--- src/rtl/supv_pkg.sv ---
package supv_pkg;
  localparam int unsigned MAX_MS = 1200;

  // timeout in ms; dual mode splits supply vs button-only episodes
  function automatic int unsigned tmo_ms(input logic [2:0] sel, input logic dual,
                                         input logic sup);
    int unsigned ms;
    if (dual) begin
      if (sel == 3'd7) ms = sup ? 1200 : 150;
      else             ms = sup ? 1120 : 140;
    end else begin
      case (sel)
        3'd2:    ms = 20;
        3'd3:    ms = 140;
        3'd4:    ms = 1120;
        3'd5:    ms = 280;
        3'd6:    ms = 560;
        3'd7:    ms = 1200;
        default: ms = 1;
      endcase
    end
    return ms;
  endfunction
endpackage

--- src/rtl/supv_sync.sv ---
module supv_sync #(
  parameter int unsigned W = 1,
  parameter logic [W-1:0] RST_VAL = '0
) (
  input  logic         clk_i,
  input  logic         rst_ni,
  input  logic [W-1:0] d_i,
  output logic [W-1:0] q_o
);
  for (genvar i = 0; i < W; i++) begin : g_bit
    logic s1, s2;
    always_ff @(posedge clk_i or negedge rst_ni) begin
      if (!rst_ni) begin
        s1 <= RST_VAL[i];
        s2 <= RST_VAL[i];
      end else begin
        s1 <= d_i[i];
        s2 <= s1;
      end
    end
    assign q_o[i] = s2;
  end
endmodule

--- src/rtl/supv_tick.sv ---
module supv_tick #(
  parameter int unsigned DIV = 100
) (
  input  logic clk_i,
  input  logic rst_ni,
  input  logic clr_i,
  output logic tick_o
);
  if (DIV <= 1) begin : g_pass
    assign tick_o = !clr_i;
  end else begin : g_div
    localparam int unsigned PW = $clog2(DIV);
    localparam logic [PW-1:0] LAST = PW'(DIV - 1);
    logic [PW-1:0] pcnt;
    always_ff @(posedge clk_i or negedge rst_ni) begin
      if (!rst_ni)            pcnt <= '0;
      else if (clr_i)         pcnt <= '0;
      else if (pcnt == LAST)  pcnt <= '0;
      else                    pcnt <= pcnt + 1'b1;
    end
    assign tick_o = !clr_i && (pcnt == LAST);

    p_tick_spaced_r2: assert property (@(posedge clk_i) disable iff (!rst_ni)
      tick_o |=> !tick_o);
  end
endmodule

--- src/rtl/supv_deglitch.sv ---
module supv_deglitch #(
  parameter int unsigned WIN = 50
) (
  input  logic clk_i,
  input  logic rst_ni,
  input  logic in_s_i,   // synchronized, active low
  output logic req_o
);
  localparam int unsigned CW = $clog2(WIN + 1);
  localparam logic [CW-1:0] LAST = CW'(WIN - 1);
  logic [CW-1:0] lcnt;

  always_ff @(posedge clk_i or negedge rst_ni) begin
    if (!rst_ni) begin
      lcnt  <= '0;
      req_o <= 1'b0;
    end else if (in_s_i) begin
      lcnt  <= '0;
      req_o <= 1'b0;
    end else if (!req_o) begin
      if (lcnt == LAST) req_o <= 1'b1;
      else              lcnt  <= lcnt + 1'b1;
    end
  end

  p_req_after_low_r5: assert property (@(posedge clk_i) disable iff (!rst_ni)
    $rose(req_o) |-> $past(!in_s_i));
  p_req_drops_r5: assert property (@(posedge clk_i) disable iff (!rst_ni)
    in_s_i |=> !req_o);
endmodule

--- src/rtl/supv_reset_seq.sv ---
module supv_reset_seq
  import supv_pkg::*;
#(
  parameter int unsigned CLK_HZ      = 100_000_000,
  parameter int unsigned TICK_PER_MS = 1000,
  parameter int unsigned FILT_NS     = 500
) (
  input  logic       clk_i,
  input  logic       rst_ni,
  input  logic       main_ok_i,
  input  logic       aux_ok_i,
  input  logic       mr_ni,
  input  logic [2:0] tmo_sel_i,
  input  logic       dual_tmo_i,
  output logic       rst_no,
  output logic       rst_o,
  output logic       od_pd_en_o
);
  localparam int unsigned CLK_PER_US = (CLK_HZ >= 1_000_000) ? CLK_HZ / 1_000_000 : 1;
  localparam int unsigned FILT_RAW   = (FILT_NS * CLK_PER_US + 999) / 1000;
  localparam int unsigned FILT_CYC   = (FILT_RAW < 1) ? 1 : FILT_RAW;
  localparam int unsigned CNT_W      = $clog2(MAX_MS * TICK_PER_MS + 1);

  logic [2:0] in_s;
  logic       main_s, aux_s, mr_s, mr_req;
  logic       cause, sup_cause, tick;
  logic       act, sup_seen;
  logic [CNT_W-1:0] cnt, limit;
  logic [31:0]      lim32;

  supv_sync #(.W(3), .RST_VAL(3'b100)) u_sync (
    .clk_i, .rst_ni,
    .d_i ({mr_ni, aux_ok_i, main_ok_i}),
    .q_o (in_s)
  );
  assign main_s = in_s[0];
  assign aux_s  = in_s[1];
  assign mr_s   = in_s[2];

  supv_deglitch #(.WIN(FILT_CYC)) u_filt (
    .clk_i, .rst_ni, .in_s_i(mr_s), .req_o(mr_req)
  );

  assign sup_cause = !main_s || !aux_s;
  assign cause     = sup_cause || mr_req;

  supv_tick #(.DIV(CLK_PER_US)) u_tick (
    .clk_i, .rst_ni, .clr_i(cause || !act), .tick_o(tick)
  );

  assign lim32 = tmo_ms(tmo_sel_i, dual_tmo_i, sup_seen) * TICK_PER_MS;
  assign limit = lim32[CNT_W-1:0];

  always_ff @(posedge clk_i or negedge rst_ni) begin
    if (!rst_ni) begin
      act      <= 1'b1;
      cnt      <= '0;
      sup_seen <= 1'b1;   // power-up counts as a supply episode
    end else if (cause) begin
      act <= 1'b1;
      cnt <= '0;
      if (sup_cause) sup_seen <= 1'b1;
    end else if (act && tick) begin
      if (cnt >= limit - 1'b1) begin
        act      <= 1'b0;
        cnt      <= '0;
        sup_seen <= 1'b0;
      end else begin
        cnt <= cnt + 1'b1;
      end
    end
  end

  assign rst_o      = act;
  assign rst_no     = !act;
  assign od_pd_en_o = act;

  p_cause_holds_r1: assert property (@(posedge clk_i) disable iff (!rst_ni)
    cause |=> rst_o);
  p_release_quiet_r2: assert property (@(posedge clk_i) disable iff (!rst_ni)
    $fell(act) |-> $past(!cause && tick));
  p_restart_r3: assert property (@(posedge clk_i) disable iff (!rst_ni)
    cause |=> (cnt == '0));
  p_cnt_bound_r4: assert property (@(posedge clk_i) disable iff (!rst_ni)
    act |-> (cnt < limit));
  p_sup_sticky_r6: assert property (@(posedge clk_i) disable iff (!rst_ni)
    (cause && sup_cause) |=> sup_seen);
endmodule

--- config.mk ---
export PLATFORM = sky130hd
export DESIGN_NAME = supv_reset_seq
export DESIGN_NICKNAME = d
export VERILOG_FILES = /design/src/rtl/supv_pkg.sv /design/src/rtl/supv_sync.sv /design/src/rtl/supv_tick.sv /design/src/rtl/supv_deglitch.sv /design/src/rtl/supv_reset_seq.sv
export SDC_FILE = /design/constraint.sdc
export NUM_CORES = 1
export LEC_CHECK = 0
export BUFFER_PORTS_ARGS = -buffer_cell sky130_fd_sc_hd__buf_4
export CORE_MARGIN = 10
export CORE_UTILIZATION = 40
export CTS_BUF_LIST = sky130_fd_sc_hd__clkbuf_8
export CTS_CLUSTER_SIZE = 10
export DETAILED_ROUTE_END_ITERATION = 10
export GPL_TIMING_DRIVEN = 0
export PLACE_DENSITY = 0.56
export SLEW_MARGIN = 10
export SYNTH_ARGS = -nofsm -noshare
export SYNTH_HDL_FRONTEND = slang
export SYNTH_SLANG_ARGS = --single-unit
--- constraint.sdc ---
create_clock -name clk_i -period 7 [get_ports clk_i]
set_input_delay 1.4 -clock clk_i [delete_from_list [all_inputs] [get_ports clk_i]]
set_output_delay 1.4 -clock clk_i [all_outputs]
set_load 0.03 [all_outputs]
# ---- Yosys cells after proc, flatten, opt, wreduce, memory -nomap -nowiden
# Cells that the tools add are included.
dict set report word_totals {
  regBits 43
  inputBits 9
  output_inout_bits 3
  word_cells 64
}
dict set report op_classes {
  n_addsub 4
  n_mul 1
  order_cmp 1
  n_eq_ne 11
  n_mux 21
  n_reduce_logical 14
}
# operator n
set op_table {}
lappend op_table {{11-bit case mux with 6 select lines} 1}
lappend op_table {{21-bit two-way mux} 3}
lappend op_table {{11-bit two-way mux} 3}
lappend op_table {{32-bit by 7-bit multiplier with 18-bit output (second input constant)} 1}
lappend op_table {{32-bit two-way mux} 1}
lappend op_table {{21-bit by 1-bit adder with 21-bit output (second input constant)} 1}
lappend op_table {{21-bit >= comparator} 1}
lappend op_table {{21-bit by 1-bit subtractor with 21-bit output (second input constant)} 1}
lappend op_table {{6-bit two-way mux} 3}
lappend op_table {{7-bit two-way mux} 2}
lappend op_table {{3-bit == test (second input constant)} 4}
lappend op_table {{1-bit two-way mux} 8}
lappend op_table {{7-bit by 1-bit adder with 7-bit output (second input constant)} 1}
lappend op_table {{7-bit == test (second input constant)} 1}
lappend op_table {{6-bit by 1-bit adder with 6-bit output (second input constant)} 1}
lappend op_table {{3-bit by 2-bit == test with 1-bit output (second input constant)} 2}
lappend op_table {{6-bit == test (second input constant)} 1}
lappend op_table {{1-bit zero test} 4}
lappend op_table {{2-bit != test (second input constant)} 2}
lappend op_table {{2-bit AND reduction} 2}
lappend op_table {{2-bit nonzero test} 2}
lappend op_table {{1-bit logical OR} 3}
lappend op_table {{3-bit AND reduction} 1}
lappend op_table {{1-bit logical AND} 2}
lappend op_table {{2-bit by 1-bit != test with 1-bit output (second input constant)} 1}

# ---- Depth between registers and ports, before layout
# Gate-level depths: netlist (run 1).
dict set report logic_depth {
  word_depth 9
  ltp_mapped 32
  mapped_depth_nobuf 30
}

# ---- Cells and area by module
# From an unflattened synthesis (run 1), not the netlist that was laid out.
dict set report unflattened {
  cells_unflattened 537
  area_unflattened_um2 5023.6
}
# module n_inst cells_per_inst area_each_um2 seq_area_each_um2
set by_module_without_submodules {}
lappend by_module_without_submodules {supv_reset_seq 1 459 4119.0 578.1}
lappend by_module_without_submodules {supv_deglitch 1 38 409.1 175.2}
lappend by_module_without_submodules {supv_tick 1 31 320.3 175.2}
lappend by_module_without_submodules {supv_sync 1 9 175.2 152.6}

# ---- Least setup slack after synthesis (run 1)
# OpenSTA, ideal clock, no wires.
dict set report synth_timing {
  kind {input-to-reg}
  from {input dual_tmo_i}
  to {register cnt[10]}
  setup_time_ps 72
  arrival_ps 7824
  required_ps 6928
  setup_slack_ps -896
  stages 27
  n_path_buf 2
  cell_sequence {clkbuf_1 -> inv_1 -> nand2_1 -> o21ai_0 -> inv_1 -> fa_1 -> fa_1 -> inv_1 -> fa_1 -> fa_1 -> ha_1 -> a21o_1 -> a211o_1 -> or4_1 -> o211ai_1 -> nand4b_1 -> nor2_1 -> xnor2_1 -> ha_1 -> a21o_1 -> a21o_1 -> a21oi_1 -> nand4_1 -> o21ai_1 -> nor2_1 -> clkbuf_1 -> nor2_1}
}
dict set report synth_via {
  elab_chain_len 7
}
# item line_no
set synth_lines {}
lappend synth_lines {{start, declared} supv_reset_seq.sv:14} ;# input logic dual_tmo_i,
lappend synth_lines {{32-bit two-way mux} supv_pkg.sv:8} ;# if (dual) begin
lappend synth_lines {{32-bit by 7-bit multiplier with 18-bit output} supv_reset_seq.sv:51} ;# assign lim32 = tmo_ms(tmo_sel_i, dual_tmo_i, sup_seen) * TICK_PER_MS;
lappend synth_lines {{21-bit by 1-bit subtractor with 21-bit output} supv_reset_seq.sv:64} ;# if (cnt >= limit - 1'b1) begin
lappend synth_lines {{21-bit >= comparator} supv_reset_seq.sv:64}
lappend synth_lines {{21-bit two-way mux} supv_reset_seq.sv:64}
lappend synth_lines {{21-bit two-way mux} supv_reset_seq.sv:63} ;# end else if (act && tick) begin
lappend synth_lines {{21-bit two-way mux} supv_reset_seq.sv:59} ;# end else if (cause) begin
lappend synth_lines {{end signal, assigned} supv_reset_seq.sv:69} ;# cnt <= cnt + 1'b1;
lappend synth_lines {{end, declared} supv_reset_seq.sv:28} ;# logic [CNT_W-1:0] cnt, limit;
# No other way between the ends. The select of a mux whose other input is x is not followed.
# A chain may end at the register's enable or synchronous reset.

# ---- Worst setup path after layout (run 1)
dict set report layout_timing {
  from {input dual_tmo_i}
  to {register cnt[14]}
}
# Same word-level chain as after synthesis.

==> results.sh, run 1 <==
export IMPL_status="finished with violations"
export IMPL_violations="setup timing"
export IMPL_root_buffer="clkbuf_8"
export IMPL_synth_seq_area_share_pct=22.2
export IMPL_fin_worst_skew_ns=0.00705
export IMPL_synth_seq_cells=43
export IMPL_rows=40
export IMPL_finalHoldViolCount=0
export IMPL_die_x_um=130
export IMPL_worstHoldStart="u_sync.g_bit[1].s1"
export IMPL_setup_slack_ns=-0.159
export IMPL_path_class="input port to flop"
export IMPL_clkTransAtPathRegs_ns=0.08
export IMPL_avgViaCountPerCell=5.26
export IMPL_grt_antenna_before_repair=0
export IMPL_rsz0062_at_grt="yes"
export IMPL_start_util_pct=40.8
export IMPL_vias=3870
export IMPL_tightestPinTransition_ns=0.551
export IMPL_async_flop_share_pct=100
export IMPL_cp_slowest_cell="fa_1"
export IMPL_critPathMaxStageDelay_ns=0.59
export IMPL_cts_made_buffers=5
export IMPL_grt_pass1_vias=3818
export IMPL_synth_top_area_share_pct=20.0
export IMPL_wl_per_cell_um=14.2
export IMPL_leakage_nw=2.77
export IMPL_cts_tree="yes"
export IMPL_overflow=0
export IMPL_synthCells=545
export IMPL_drc=0
export IMPL_whs_endpoint="u_sync.g_bit[1].s2"
export IMPL_clock_sinks=43
export IMPL_cts_max_level=2
export IMPL_syn_area_mm2=0.00488
export IMPL_grt_pass1_wl_mm=17.8
export IMPL_track_usage_pct=12.6
export IMPL_cp_start_kind="input port"
export IMPL_die_h_um=130
export IMPL_p_per_area_mw_per_mm2=277
export IMPL_synth_largest_area_cell="dfrtp_1"
export IMPL_syn_nets=653
export IMPL_drive_gt1_share_pct=22.2
export IMPL_rrSetupSlack_ns=0.51
export IMPL_ff2ff_path_depth=26
export IMPL_core_area_mm2=0.0120
export IMPL_grt_max_degree=44
export IMPL_maxSlewViolCount=0
export IMPL_ys_types=62
export IMPL_drt_wl_total_mm=10.4
export IMPL_cp_common_cell="fa_1"
export IMPL_route_met2_wl_mm=4.94
export IMPL_worstPathArrival_ns=7.39
export IMPL_timing_rr_start="sup_seen"
export IMPL_hold_buffers=0
export IMPL_ys_flop_type="dfrtp_1"
export IMPL_clk_latency_ns=0.30
export IMPL_max_vdd_ir_drop_v=0.000146
export IMPL_cp_max_fo=8
export IMPL_max_freq_mhz=140
export IMPL_drv_cap=0
export IMPL_power_w=0.00164
export IMPL_rr_endpoint="cnt[14]"
export IMPL_yosysWarnings=0
export IMPL_maxSlewHeadroom_pct=63.3
export IMPL_hold_path_class="flop to flop"
export IMPL_top_layer="met4"
export IMPL_wl_met1_mm=5.18
export IMPL_stdcell_count=736
export IMPL_first_pass_iters=4
export IMPL_period_share_pct=102
export IMPL_postSynthAreaPerCell_um2=8.95
export IMPL_fin_crit_ns=7.16
export IMPL_drt_initial_drc_count=238
export IMPL_worstPathRequired_ns=7.23
export IMPL_final_cell_mix="inv_1 (64), ha_1 (58), nor2_1 (45)"
export IMPL_port_buffers=8
export IMPL_ios=12
export IMPL_holdPathStages=0
export IMPL_dieArea_mm2=0.0170
export IMPL_setup_viol=18
export IMPL_synthTopCellsByArea="dfrtp_1 (20%), ha_1 (17%), fa_1 (14%), inv_1 (5.5%), nor2_1 (4.8%)"
export IMPL_synth_edf_count=0
export IMPL_met3_length_um=239
export IMPL_clockBufferDepth=2
export IMPL_area_growth_syn_to_layout_pct=21.8
export IMPL_critical_path_endpoint_type="flop"
export IMPL_nets=696
export IMPL_antenna_left=0
export IMPL_final_common_cell="inv_1"
export IMPL_placed_cells=700
export IMPL_hpwl_mm=7.93
export IMPL_antenna_cells=0
export IMPL_place_gp_congestion=0.823
[worst max-delay path by stage]
stage / startpoint / endpoint / slack [ns] / cells after the start
after floorplan: dual_tmo_i / cnt[13] / -0.21 / 29
after global placement: tmo_sel_i[0] / cnt[15] / -0.93 / 26
after detailed placement: tmo_sel_i[0] / cnt[14] / -0.96 / 26
after CTS: tmo_sel_i[2] / cnt[14] / -0.12 / 26
after global routing: dual_tmo_i / cnt[19] / -0.41 / 29
final: dual_tmo_i / cnt[14] / -0.16 / 29
[area by class of cell]
class	count	area [um2]
clock inverter	2	35.0
fill	1102	6020
buffer	10	116
timing repair buffer	37	299
inverter	72	285
sequential	43	1080
clock buffer	6	82.6
tap	147	184
multi-input combinational	419	3860
[critical path, delay by kind of cell]
| kind | cells | cell delay [ns] |
|---|---|---|
| simple gates | 8 | 1.21 |
| compound gates | 8 | 1.46 |
| xor+xnor | 1 | 0.16 |
| buf+inv | 6 | 0.53 |
| fa+ha+maj | 6 | 2.63 |
[sequential cells by signal, indices dropped and copies added (netlist names)]
name,cells
cnt,21
u_tick.g_div.pcnt,7
u_filt.lcnt,6
u_sync.g_bit.s1,3
u_sync.g_bit.s2,3
od_pd_en_o,1
sup_seen,1
u_filt.req_o,1
[per-layer routing]
metal  GRT usage [%]  vias to the layer above
li1                -                     1921
met1            17.4                     1890
met2            20.5                       51
met3            2.38                        8
met4            1.96                        0
met5               0                        -
[stage by stage]
step | setup TNS [ns] | utilization, % | hold WS, ns | area (um2) | worst slack (ns)
4_1_cts | -1.60 | 48.0 | 0.355 | 5740 | -0.118
6_report | -2.10 | 49.7 | 0.353 | 5940 | -0.159
3_5_place_dp | -18.04 | 44.2 | 0.335 | 5280 | -0.957
3_3_place_gp | -17.53 | 44.2 | 0.336 | 5280 | -0.930
2_1_floorplan | -2.39 | - | 0.331 | 5040 | -0.207
5_1_grt | -7.31 | 49.7 | 0.360 | 5940 | -0.411
[report_power, final]
part           leakage [nW]  total [W]  internal, W  switching (W)
logic                  2.14    0.00119     0.000547       0.000639
registers             0.574   0.000255     0.000252     0.00000304
clock network        0.0612   0.000202     0.000116      0.0000868
[synth_stat cells (6+ instances only)]
cell and number:
xor2_1 27, clkbuf_1 10, o21ai_1 10, ha_1 65, inv_1 72, nand3_1 25, fa_1 34, dfrtp_1 39
nand4_1 6, o21ai_0 9, a21o_1 12, nand2b_1 6, a21oi_1 19, nand2_1 35, nor2_1 63, nor3_1 8
and3_1 7, xnor2_1 25
[cells by family (layout without fill, tap and decap cells)]
kind of cell | count (synthesis) | in the layout | synth area share (%)
adder cells (fa/ha/maj) | 99 | 99 | 30.6
XOR/XNOR | 52 | 52 | 9.34
multiplexers | 3 | 3 | 0.641
AND/OR/NAND/NOR | 179 | 179 | 18.1
flip-flops | 43 | 43 | 22.2
buffers and inverters | 83 | 127 | 6.46
AO/OA/AOI/OAI | 86 | 86 | 12.7
[repair_timing]
item                       CTS  global route
cloned                       2             0
pin swaps                   30            29
gates resized for setup     36            46
setup endpoints to repair   23            23
setup buffers               24             3
No activity file was read; power rests on OpenSTA's default activity.
==> run 2, diff against run 1 <==
--- a/config.mk
+++ b/config.mk
@@ -6,13 +6,15 @@
 export NUM_CORES = 1
 export LEC_CHECK = 0
 export BUFFER_PORTS_ARGS = -buffer_cell sky130_fd_sc_hd__buf_4
+export CELL_PAD_IN_SITES_DETAIL_PLACEMENT = 2
+export CELL_PAD_IN_SITES_GLOBAL_PLACEMENT = 2
 export CORE_MARGIN = 10
-export CORE_UTILIZATION = 40
+export CORE_UTILIZATION = 38
 export CTS_BUF_LIST = sky130_fd_sc_hd__clkbuf_8
 export CTS_CLUSTER_SIZE = 10
 export DETAILED_ROUTE_END_ITERATION = 10
 export GPL_TIMING_DRIVEN = 0
-export PLACE_DENSITY = 0.56
+export PLACE_DENSITY = 0.79
 export SLEW_MARGIN = 10
 export SYNTH_ARGS = -nofsm -noshare
 export SYNTH_HDL_FRONTEND = slang
==> run 2 against run 1 <==
  * The run still ends with setup timing left
  * Sequential power barely moved
  * Power up 3.9%
  * Register-to-register slack worse by 0.30 ns
  * Worst setup slack worse by 0.25 ns
  * Clock skew increased by 0.0071 ns
  * Combinational power is 9% higher
  * Largest cell class unchanged
==> results.sh, run 2 (synthesis gave the netlist of run 1 again) <==
export IMPL_finalHoldViolCount=0
export IMPL_reg_top3="cnt (21), u_tick.g_div.pcnt (7), u_filt.lcnt (6)"
export IMPL_core_area_mm2=0.0126
export IMPL_cp_slowest_cell="fa_1"
export IMPL_registers_top_by_ff_count="cnt"
export IMPL_die_x_um=133
export IMPL_cp_max_fo=8
export IMPL_setup_viol=23
export IMPL_grt_pass1_wl_mm=24.7
export IMPL_max_vdd_ir_drop_v=0.000167
export IMPL_port_buffers=8
export IMPL_switchingPower_w=0.000846
export IMPL_wl_per_cell_um=20.0
export IMPL_critical_path_endpoint_type="flop"
export IMPL_holdPathStages=0
export IMPL_grt_max_degree=44
export IMPL_p_int_w=0.000862
export IMPL_p_per_area_mw_per_mm2=291
export IMPL_avgViaCountPerCell=5.37
export IMPL_die_h_um=133
export IMPL_hold_path_class="flop to flop"
export IMPL_worst_path_stages=30
export IMPL_clkTransAtPathRegs_ns=0.09
export IMPL_drc=0
export IMPL_largest_reg_flops=21
export IMPL_hpwl_mm=10.4
export IMPL_setup_slack_ns=-0.408
export IMPL_final_cell_mix="inv_1 (66), ha_1 (59), nor2_1 (51)"
export IMPL_first_pass_iters=4
export IMPL_grt_antenna_before_repair=0
export IMPL_root_buffer="clkbuf_8"
export IMPL_antenna_left=0
export IMPL_ios=12
export IMPL_period_share_pct=106
export IMPL_max_freq_mhz=135
export IMPL_cts_tree="yes"
export IMPL_ff2ff_path_depth=27
export IMPL_cts_made_buffers=5
export IMPL_final_common_cell="inv_1"
export IMPL_hold_buffers=0
export IMPL_maxSlewViolCount=0
export IMPL_drt_initial_drc_count=163
export IMPL_share_comb_of_total_power_pct=76.0
export IMPL_clk_latency_ns=0.31
export IMPL_p_clk_share_pct=9.1
export IMPL_path_class="input port to flop"
export IMPL_cp_start_kind="input port"
export IMPL_maxSlewHeadroom_pct=56.9
export IMPL_place_gp_congestion=0.753
export IMPL_vias=4066
export IMPL_critPathMaxStageDelay_ns=0.54
export IMPL_cts_max_level=2
export IMPL_placed_cells=725
export IMPL_track_usage_pct=16.8
export IMPL_overflow=0
export IMPL_violations="setup timing"
export IMPL_drv_cap=0
export IMPL_rows=41
export IMPL_setup_tns_ns=-7.62
export IMPL_seqPwrFrac_pct=15.0
export IMPL_status="finished with violations"
export IMPL_path_buf_inv=7
export IMPL_worstPathArrival_ns=7.67
export IMPL_fin_crit_ns=7.41
export IMPL_dieArea_mm2=0.0178
export IMPL_clockBufferDepth=2
export IMPL_cp_common_cell="fa_1"
export IMPL_tightestPinTransition_ns=0.641
export IMPL_fin_worst_skew_ns=0.0141
export IMPL_worstPathRequired_ns=7.26
export IMPL_clock_sinks=43
export IMPL_grt_pass1_vias=4715
export IMPL_drt_wl_total_mm=15.1
export IMPL_start_util_pct=38.7
export IMPL_switching_share_pct=49.5
export IMPL_leakage_nw=2.76
export IMPL_drive_gt1_share_pct=21.9
export IMPL_rsz0062_at_grt="yes"
export IMPL_area_growth_syn_to_layout_pct=20.2
export IMPL_nets=692
export IMPL_path_delay_family="adder cells"
export IMPL_stdcell_count=757
export IMPL_antenna_cells=0
==> run 2: what timing repair did <==
item / CTS / global route
gates cloned: 1 / 0
resized for setup: 51 / 24
setup endpoints to repair: 23 / 23
pin swaps: 31 / 15
buffers inserted: 20 / 4
==> run 2: final cells by class <==
type | instances | area (um2)
tap | 172 | 215
buffer | 10 | 106
fill | 1372 | 6760
timing repair buffer | 33 | 259
multi-input combinational | 419 | 3840
inverter | 72 | 280
sequential | 43 | 1080
clock inverter | 3 | 11.3
clock buffer | 5 | 68.8
==> run 2: final timing paths <==
path	from	to	slack, ns
setup / recovery	dual_tmo_i	cnt[4]	-0.41
hold / removal	u_sync.g_bit[1].s1	u_sync.g_bit[1].s2	0.36
setup reg to reg	sup_seen	cnt[4]	0.21
hold reg to reg	u_sync.g_bit[1].s1	u_sync.g_bit[1].s2	0.36
max in group asynchronous	rst_ni	od_pd_en_o	5.52
min in group asynchronous	rst_ni	u_filt.lcnt[5]	1.08
==> run 2: through the flow <==
step / worst slack (ns) / area [um2] / hold slack, ns / power (W) / util (%)
3_5_place_dp: -1.20 / 5310 / 0.345 / 0.00133 / 42.1
3_3_place_gp: -0.961 / 5310 / 0.336 / 0.00127 / 42.1
4_1_cts: -0.185 / 5740 / 0.360 / 0.00162 / 45.5
6_report: -0.408 / 5860 / 0.357 / 0.00171 / 46.5
2_1_floorplan: -0.207 / 5040 / 0.331 / 0.00109 / -
5_1_grt: -0.661 / 5860 / 0.361 / 0.00185 / 46.5
==> run 2: power by group through the flow <==
stage | clock network [W] | logic (W) | registers (W)
global placement | 0 | 0.00101 | 0.000260
CTS | 0.000162 | 0.00120 | 0.000256
global route | 0.000172 | 0.00143 | 0.000256
floorplan | 0 | 0.000832 | 0.000260
detailed placement | 0 | 0.00107 | 0.000261
finish | 0.000155 | 0.00130 | 0.000256
==> run 2: metal layers <==
metal	GRT usage (%)	wire (um)
met5	0	0
met3	1.77	313
met1	20.9	6700
met4	4.11	269
met2	30.4	7830
